### src/rtl/rrip_pkg.sv
package rrip_pkg;

  typedef enum logic {
    SEQ_IDLE   = 1'b0,
    SEQ_SEARCH = 1'b1
  } seq_state_e;

  // Saturating increment of a counter held in the low bits, bounded by top.
  function automatic logic [7:0] rrpv_sat_inc(input logic [7:0] v, input logic [7:0] top);
    logic [7:0] r;
    if (v >= top) r = top;
    else          r = v + 8'd1;
    return r;
  endfunction

  // Counter value after a hit: cleared, or decremented with a floor at zero.
  function automatic logic [7:0] rrpv_on_hit(input logic [7:0] v, input logic freq);
    logic [7:0] r;
    if (!freq)          r = 8'd0;
    else if (v == 8'd0) r = 8'd0;
    else                r = v - 8'd1;
    return r;
  endfunction

endpackage

### src/rtl/rrip_way_cell.sv
module rrip_way_cell #(
  parameter int PW = 2
) (
  input  logic          clk,
  input  logic          rst_n,
  input  logic          ins_en,
  input  logic          hit_en,
  input  logic          freq_mode,
  input  logic          age_en,
  output logic [PW-1:0] val
);
  localparam logic [PW-1:0] TOPV = {PW{1'b1}};
  localparam logic [PW-1:0] INSV = PW'((2 ** PW) - 2);

  logic [PW-1:0] age_next;
  logic [PW-1:0] hit_next;

  always_comb begin
    age_next = PW'(rrip_pkg::rrpv_sat_inc(8'(val), 8'(TOPV)));
    hit_next = PW'(rrip_pkg::rrpv_on_hit(8'(val), freq_mode));
  end

  always_ff @(posedge clk or negedge rst_n) begin
    if (!rst_n)      val <= TOPV;
    else if (ins_en) val <= INSV;
    else if (hit_en) val <= hit_next;
    else if (age_en) val <= age_next;
  end


  age_step_chk: assert property (@(posedge clk) disable iff (!rst_n)
    (age_en && !ins_en && !hit_en && val != TOPV) |=> (val == $past(val) + 1'b1));


  age_saturate_chk: assert property (@(posedge clk) disable iff (!rst_n)
    (age_en && !ins_en && !hit_en && val == TOPV) |=> (val == TOPV));


  hit_clear_chk: assert property (@(posedge clk) disable iff (!rst_n)
    (hit_en && !ins_en && !freq_mode) |=> (val == '0));


  hit_decrement_chk: assert property (@(posedge clk) disable iff (!rst_n)
    (hit_en && !ins_en && freq_mode && val != '0) |=> (val == $past(val) - 1'b1));


  hit_floor_chk: assert property (@(posedge clk) disable iff (!rst_n)
    (hit_en && !ins_en && freq_mode && val == '0) |=> (val == '0));

endmodule

### src/rtl/rrip_victim_pick.sv
module rrip_victim_pick #(
  parameter int WAYS = 16,
  parameter int PW   = 2,
  localparam int WIDX = $clog2(WAYS)
) (
  input  logic [WAYS-1:0][PW-1:0] vals,
  output logic                    found,
  output logic [WIDX-1:0]         idx
);
  localparam logic [PW-1:0] TOPV = {PW{1'b1}};

  logic [WAYS-1:0] at_top;

  for (genvar g = 0; g < WAYS; g++) begin : g_match
    assign at_top[g] = (vals[g] == TOPV);
  end

  // Walk from the highest way down so the lowest match is the last one written.
  always_comb begin
    found = 1'b0;
    idx   = '0;
    for (int i = WAYS - 1; i >= 0; i--) begin
      if (at_top[i]) begin
        found = 1'b1;
        idx   = WIDX'(i);
      end
    end
  end

endmodule

### src/rtl/rrip_seq.sv
module rrip_seq #(
  parameter int WAYS = 16,
  localparam int WIDX = $clog2(WAYS)
) (
  input  logic            clk,
  input  logic            rst_n,
  input  logic            fill_req,
  input  logic            hit_valid,
  input  logic            found,
  input  logic [WIDX-1:0] pick_idx,
  output logic            ready,
  output logic            fill_accept,
  output logic            hit_accept,
  output logic            age_step,
  output logic            insert_fire,
  output logic            victim_valid,
  output logic [WIDX-1:0] victim_way
);
  import rrip_pkg::*;

  seq_state_e state;

  assign ready       = (state == SEQ_IDLE);
  assign fill_accept = ready && fill_req;
  assign hit_accept  = ready && hit_valid;
  assign insert_fire = (state == SEQ_SEARCH) && found;
  assign age_step    = (state == SEQ_SEARCH) && !found;

  always_ff @(posedge clk or negedge rst_n) begin
    if (!rst_n) begin
      state        <= SEQ_IDLE;
      victim_valid <= 1'b0;
      victim_way   <= '0;
    end else begin
      victim_valid <= 1'b0;
      case (state)
        SEQ_IDLE: begin
          if (fill_req) state <= SEQ_SEARCH;
        end
        SEQ_SEARCH: begin
          if (found) begin
            victim_valid <= 1'b1;
            victim_way   <= pick_idx;
            state        <= SEQ_IDLE;
          end
        end
        default: state <= SEQ_IDLE;
      endcase
    end
  end


  busy_after_fill_chk: assert property (@(posedge clk) disable iff (!rst_n)
    fill_accept |=> !ready);


  victim_pulse_chk: assert property (@(posedge clk) disable iff (!rst_n)
    victim_valid |=> !victim_valid);


  aging_defers_victim_chk: assert property (@(posedge clk) disable iff (!rst_n)
    age_step |=> (!victim_valid && !ready));


  victim_from_insert_chk: assert property (@(posedge clk) disable iff (!rst_n)
    victim_valid |-> ($past(insert_fire) && ready));

endmodule

### src/rtl/rrip_set_engine.sv
module rrip_set_engine #(
  parameter int WAYS = 16,
  parameter int PW   = 2,
  localparam int WIDX = $clog2(WAYS)
) (
  input  logic            clk,
  input  logic            rst_n,
  input  logic            freq_mode,
  input  logic            hit_valid,
  input  logic [WIDX-1:0] hit_way,
  input  logic            fill_req,
  output logic            ready,
  output logic            victim_valid,
  output logic [WIDX-1:0] victim_way
);
  localparam logic [PW-1:0] INSV = PW'((2 ** PW) - 2);

  logic [WAYS-1:0][PW-1:0] way_val;
  logic                    found;
  logic [WIDX-1:0]         pick_idx;
  logic                    fill_accept;
  logic                    hit_accept;
  logic                    age_step;
  logic                    insert_fire;

  rrip_seq #(.WAYS(WAYS)) u_seq (
    .clk          (clk),
    .rst_n        (rst_n),
    .fill_req     (fill_req),
    .hit_valid    (hit_valid),
    .found        (found),
    .pick_idx     (pick_idx),
    .ready        (ready),
    .fill_accept  (fill_accept),
    .hit_accept   (hit_accept),
    .age_step     (age_step),
    .insert_fire  (insert_fire),
    .victim_valid (victim_valid),
    .victim_way   (victim_way)
  );

  rrip_victim_pick #(.WAYS(WAYS), .PW(PW)) u_pick (
    .vals  (way_val),
    .found (found),
    .idx   (pick_idx)
  );

  for (genvar g = 0; g < WAYS; g++) begin : g_way
    logic ins_here;
    logic hit_here;
    assign ins_here = insert_fire && (pick_idx == WIDX'(g));
    assign hit_here = hit_accept && (hit_way == WIDX'(g));

    rrip_way_cell #(.PW(PW)) u_cell (
      .clk       (clk),
      .rst_n     (rst_n),
      .ins_en    (ins_here),
      .hit_en    (hit_here),
      .freq_mode (freq_mode),
      .age_en    (age_step),
      .val       (way_val[g])
    );
  end


  insert_value_chk: assert property (@(posedge clk) disable iff (!rst_n)
    victim_valid |-> (way_val[victim_way] == INSV));


  idle_no_aging_chk: assert property (@(posedge clk) disable iff (!rst_n)
    ready |-> (!age_step && !insert_fire));


  hit_then_search_chk: assert property (@(posedge clk) disable iff (!rst_n)
    (hit_accept && fill_accept) |=> !ready);

endmodule

### config.mk
export PLATFORM = sky130hd
export DESIGN_NAME = rrip_set_engine
export DESIGN_NICKNAME = d
export VERILOG_FILES = /design/src/rtl/rrip_pkg.sv /design/src/rtl/rrip_way_cell.sv /design/src/rtl/rrip_victim_pick.sv /design/src/rtl/rrip_seq.sv /design/src/rtl/rrip_set_engine.sv
export SDC_FILE = /design/constraint.sdc
export NUM_CORES = 1
export LEC_CHECK = 0
export BUFFER_PORTS_ARGS = -buffer_cell sky130_fd_sc_hd__buf_4
export CAP_MARGIN = 20
export CORE_ASPECT_RATIO = 2
export CORE_UTILIZATION = 33
export DETAILED_ROUTE_END_ITERATION = 10
export GPL_ROUTABILITY_DRIVEN = 0
export GPL_TIMING_DRIVEN = 0
export HOLD_SLACK_MARGIN = 0.1
export SKIP_CTS_REPAIR_TIMING = 1
export SLEW_MARGIN = 5
export SYNTH_ARGS = -nofsm -noshare
export SYNTH_HDL_FRONTEND = slang
export SYNTH_SLANG_ARGS = --single-unit
export TNS_END_PERCENT = 50
### constraint.sdc
create_clock -name clk -period 2.37 [get_ports clk]
set_input_delay 0.474 -clock clk [delete_from_list [all_inputs] [get_ports clk]]
set_output_delay 0.474 -clock clk [all_outputs]
set_load 0.02 [all_outputs]
* Word-level counts from Yosys, hierarchy flattened
Index checks and enable logic that the tools add are counted.
Operators by class: add/subtract/negate cells 32, multipliers 0, divide/modulo/power cells 0, $lt $le $gt $ge 16, equal/unequal tests 46, shifts and indexed selects 0, muxes and demuxes 133, bitwise logic cells 1, reduce and logical (&&, ||, !) cells 71
Operators by type and width (count):
- $mux 2 | 96
- $eq 4x4->1 const B | 16
- $mux 4 | 16
- $reduce_bool 3->1 | 16
- $logic_and 1x1->1 | 35
- $add 2x1->2 const B | 16
- $eq 2x2->1 const B | 16
- $eq 4x3->1 const B | 8
- $ge 2x2->1 const B | 16
- $logic_not 2->1 | 16
- $sub 2x1->2 const B | 16
- $mux 1 | 20
- $eq 4x2->1 const B | 4
- $eq 4x1->1 const B | 2
- $logic_not 4->1 | 2
- $pmux 1 s2 | 1
- $reduce_and 2->1 | 1
- $logic_not 1->1 | 1
- $not 1->1 | 1
Storage, ports and cells: flip-flop bits (word level) 38, bits in latches 0, bits in writable memories 0, ROM bits 0, input port bits 9, output and inout bits 6, memories kept 0

* Longest topological paths before layout
depth in word-level cells 22, gate-level depth with buffers 7, mapped depth without buffers 5

* Cells and area by module
Synthesis repeated with hierarchy kept, for this count alone.
Second synthesis, totals: cell total of the unflattened synthesis 277, area, all modules 2547.4 µm²
Modules (own cells, without submodules):
- rrip_way_cell | instances 16, cells each 11, area an instance 113.9 µm²
- rrip_seq | instances 1, cells each 17, area an instance 255.2 µm²
- rrip_set_engine | instances 1, cells each 46, area an instance 235.2 µm²
- rrip_victim_pick | instances 1, cells each 38, area an instance 235.2 µm²

* Worst setup path before layout
Ideal clock, no wire load.
path type register to register, start point register g_way[0].u_cell.val[0], end point register g_way[11].u_cell.val[0], setup time 98 ps, data arrival time 1805 ps, required time 2272 ps, path slack 468 ps, cell stages (with the launch flop) 8, buffers on the path 2, cell sequence dfstp_2 clkbuf_1 a22oi_2 nand4_1 buf_1 nor4_1 nor4_1 a31oi_1
Between the ends: word-level cells in the longest chain between the ends 5, elaborated cells on any way between the ends 10, classes of those cells eq/ne: 2; mux: 3; reduce/logical: 5
RTL lines:
- start: declaration | RTL line rrip_way_cell.sv:10 | output logic [PW-1:0] val
- start signal: assignment | RTL line rrip_way_cell.sv:26 | else if (hit_en) val <= hit_next;
- start signal: assignment | RTL line rrip_way_cell.sv:27 | else if (age_en) val <= age_next;
- $eq 2x2->1 (*) | RTL line rrip_victim_pick.sv:15 | assign at_top[g] = (vals[g] == TOPV);
- $mux 4 or $mux 1 (tied branches) | RTL line rrip_victim_pick.sv:23 | if (at_top[i]) begin
- $eq 4x4->1, or another cell as far along | RTL line rrip_set_engine.sv:51 | assign ins_here = insert_fire && (pick_idx == WIDX'(g));
- $logic_and 1x1->1 (on tied branches) | RTL line rrip_set_engine.sv:51, rrip_seq.sv:27
- $reduce_bool 3->1 (no source line) or $mux 2 (tied branches)
- end signal: assignment | RTL line rrip_way_cell.sv:26
- end signal: assignment | RTL line rrip_way_cell.sv:27
- end: declaration | RTL line rrip_way_cell.sv:10
Every way passes the cells marked *; elsewhere a longest branch is shown, timed or not. A chain may end at the register's enable or synchronous reset.

* Final worst setup path
start point register g_way[7].u_cell.val[1], end point register g_way[13].u_cell.val[0]
Between the ends: word-level cells in the longest chain between the ends 12, elaborated cells on any way between the ends 24, classes of those cells eq/ne: 2; mux: 17; reduce/logical: 5
RTL lines (RTL line):
- start: declaration | rrip_way_cell.sv:10
- start signal: assignment | rrip_way_cell.sv:26
- start signal: assignment | rrip_way_cell.sv:27
- $eq 2x2->1 (*) | rrip_victim_pick.sv:15
- $mux 4 or $mux 1 (tied branches) (8 in series) | rrip_victim_pick.sv:23
- $eq 4x4->1, or another cell as far along | rrip_set_engine.sv:51
- $logic_and 1x1->1 (on tied branches) | rrip_set_engine.sv:51, rrip_seq.sv:27
- $reduce_bool 3->1 (no source line) or $mux 2 (tied branches)
- end signal: assignment | rrip_way_cell.sv:26
- end signal: assignment | rrip_way_cell.sv:27
- end: declaration | rrip_way_cell.sv:10
Marks and branches as above.

==> results.md <==
- Status: finished clean
- Hold Crit Class: input port to asynchronous set/reset pin
- Ys Warns: 0
- Fin worst setup slack: 0.114 ns
- Die Span X: 64.7 um
- P_leak: 1.08 nW
- Main area contributors after synthesis: dfstp_2 (32%), nand2_1 (6.7%), dfrtp_1 (5.8%)
- RSZ-0062 raised after global routing: false
- Largest net degree at the start of global routing: 39
- HPWL Detailed: 6170 um
- Fin. Hold Viols: 0
- CP arrival: 2.46 ns
- Antenna Nets Post-Route: 0
- Layout Cells excl Fill: 414
- First-pass GRT wire length: 13300 um
- Commonest cells post-synth: nand2_1 (46), dfstp_2 (32), o21ai_0 (25)
- Syn avg cell area: 8.74 um2
- Synth Net Count: 306
- Prevailing post-synth register cell: dfstp_2
- EDFF count, synth: 0
- Num CTS Buffers: 5
- Worst EP required: 2.57 ns
- Share of post-route cells with drive strength above 1: 24.1%
- Slew Limit Fails: 0
- Internal: 2.31 mW
- Grt total ovfl: 0
- Skew final: 0.00457 ns
- Dominant cell type by area after synthesis: dfstp_2
- Synthesis-stage register bit count: 38
- Cell count after placement: 405
- Post-route minimum period: 2.26 ns
- Synth top area share: 32.4%
- Residual DRC: 0
- First-pass DRT Iterations: 5
- Clk sink count: 38
- Clock power frac: 17.8%
- Vias in the first global route: 2514
- Die Y: 127 um
- Combinational Power Share: 47.5%
- Max VDD drop: 0.000528 V
- Register share of total power: 34.7%
- Critical path startpoint category: flop
- Clock Latency Late Sink: 0.29 ns
- DR vias/cell: 6.26
- Cell count after synthesis: 297
- Mapped Area: 2590 um2
- Max-cap viol count: 0
- Fmax: 443 MHz
- Syn-to-layout area delta: 16.2%
- Initial Utilization: 34.1%
- CTS root buffer: clkbuf_16
- # setup viols final: 0
- Bufs on Longest Clock Path: 2
- CP endpoint kind: flop
- Detail-routed net length per standard cell: 20.1 um
- CORE AREA: 7600 um2
- DP Area: 2820 um2
- Rows: 45
- Number of port buffers: 14
- Total Wirelength: 8340 um
- Tcrit/Tclk final: 95.2%
- Depth of the CTS H-tree: 2
- Crit path max fanout: 10
- Async SR Flop Fraction: 100%
- Design Area, Final: 3020 um2
- Slew HR: 51.9%
- Cell with the most instances after synthesis: nand2_1
- CP Class: flop to flop
- Vias: 2593
- CTS tree: built
- Net count, final: 328
- Die Area: 8240 um2
- Unique masters post-synth: 59
- GRT Total Usage: 21.6%
- Worst-Margin Slew: 0.711 ns
- Place WS: 0.00903 ns
- Post-synthesis sequential area ratio: 38.2%
- N_diodes: 0
- Ports: 15
- Switching power: 1.87 mW
- Clock transition at path regs: 0.06 ns
- Power density over cell area: 1390 nW/um2
- WHS: 0.169 ns
- Initial antenna violation count: 0
- Sw Share: 44.8%
- DRT iter0 DRCs: 190
-- cell type report --
class	count	area, um2
well taps	94	118
clock buffers	8	166
plain buffers	16	75.1
repair buffers	15	113
flip-flops and latches	38	991
multi-input cells	239	1540
fillers	772	4590
inverters	4	15.0
-- cells by family (layout without fill, tap and decap cells) --
family	after synthesis	count (layout)	synth area share, %
AO/OA/AOI/OAI	123	123	33.8
buffers and inverters	20	43	3.23
AND/OR/NAND/NOR	116	116	24.8
flip-flops	38	38	38.2
-- metal layers --
layer	share of wire, %	track usage, %	vias up
li1	-	-	1205
met1	37	23.1	1237
met2	52	37.5	118
met3	5.3	3.30	33
met4	5.6	15.6	0
met5	0	0	-
-- stage by stage --
step           TNS, ns  util, %  power [mW]
2_1_floorplan        0        -        2.70
3_3_place_gp         0     37.1        3.30
3_5_place_dp         0     37.1        3.32
4_1_cts        -0.0760     39.3        4.08
5_1_grt              0     39.7        4.41
6_report             0     39.7        4.18
-- worst max-delay path, cell delays in order, from the launching register on --
cell and delay, ns:
dfstp_2 0.39, a22oi_1 0.49, and4_1 0.41, nand3_1 0.17, clkbuf_2 0.27, o22ai_1 0.22, a2bb2oi_1 0.22
-- flip-flops by register name, summed over array words and instances (netlist names) --
name,count
g_way.u_cell.val,32
u_seq.victim_way,4
u_seq.state,1
u_seq.victim_valid,1
-- power by group through the flow --
stage	clock network, mW	logic, mW	registers [mW]
after global routing	0.774	2.15	1.49
after global placement	0	1.88	1.42
after floorplan	0	1.32	1.38
after detailed placement	0	1.89	1.43
final	0.742	1.99	1.45
after CTS	0.754	1.90	1.42
-- final timing paths --
path | startpoint | endpoint | slack [ns] | depth (start not counted)
worst max-delay path | g_way[7].u_cell.val[1]$_DFFE_PN1P_ | g_way[13].u_cell.val[0]$_DFFE_PN1P_ | 0.11 | 6
worst min-delay path | rst_n | u_seq.state$_DFF_PN0_ | 0.17 | 1
worst max register to register | g_way[7].u_cell.val[1]$_DFFE_PN1P_ | g_way[13].u_cell.val[0]$_DFFE_PN1P_ | 0.11 | 6
worst min register to register | u_seq.victim_way[0]$_DFFE_PN0P_ | u_seq.victim_way[0]$_DFFE_PN0P_ | 0.48 | 2
max in group asynchronous | rst_n | g_way[2].u_cell.val[0]$_DFFE_PN1P_ | 1.83 | 1
min in group clk | fill_req | u_seq.state$_DFF_PN0_ | 0.39 | 2
-- layout by cell type, fill, tap and decap left out, types with 4 or more instances in the layout --
cell type	netlist	layout
nor2_1	11	10
o21ai_1	7	6
a2bb2oi_1	5	5
nor3b_1	5	5
dfrtp_1	6	6
nand2_1	46	46
a22oi_1	10	9
o22ai_1	4	4
a31oi_1	5	5
o21ai_0	25	25
and2_1	8	8
o31a_1	4	4
nand4_1	4	4
clkbuf_2	0	5
nor4_1	5	5
a22o_1	14	14
nand3_1	9	9
a21o_1	6	6
buf_4	0	15
dfstp_2	32	32
inv_1	4	4
clkbuf_16	0	5
a21oi_1	11	11
nor4_2	4	4
clkbuf_1	11	8
Note: power is estimated with default switching activity, not from simulation.
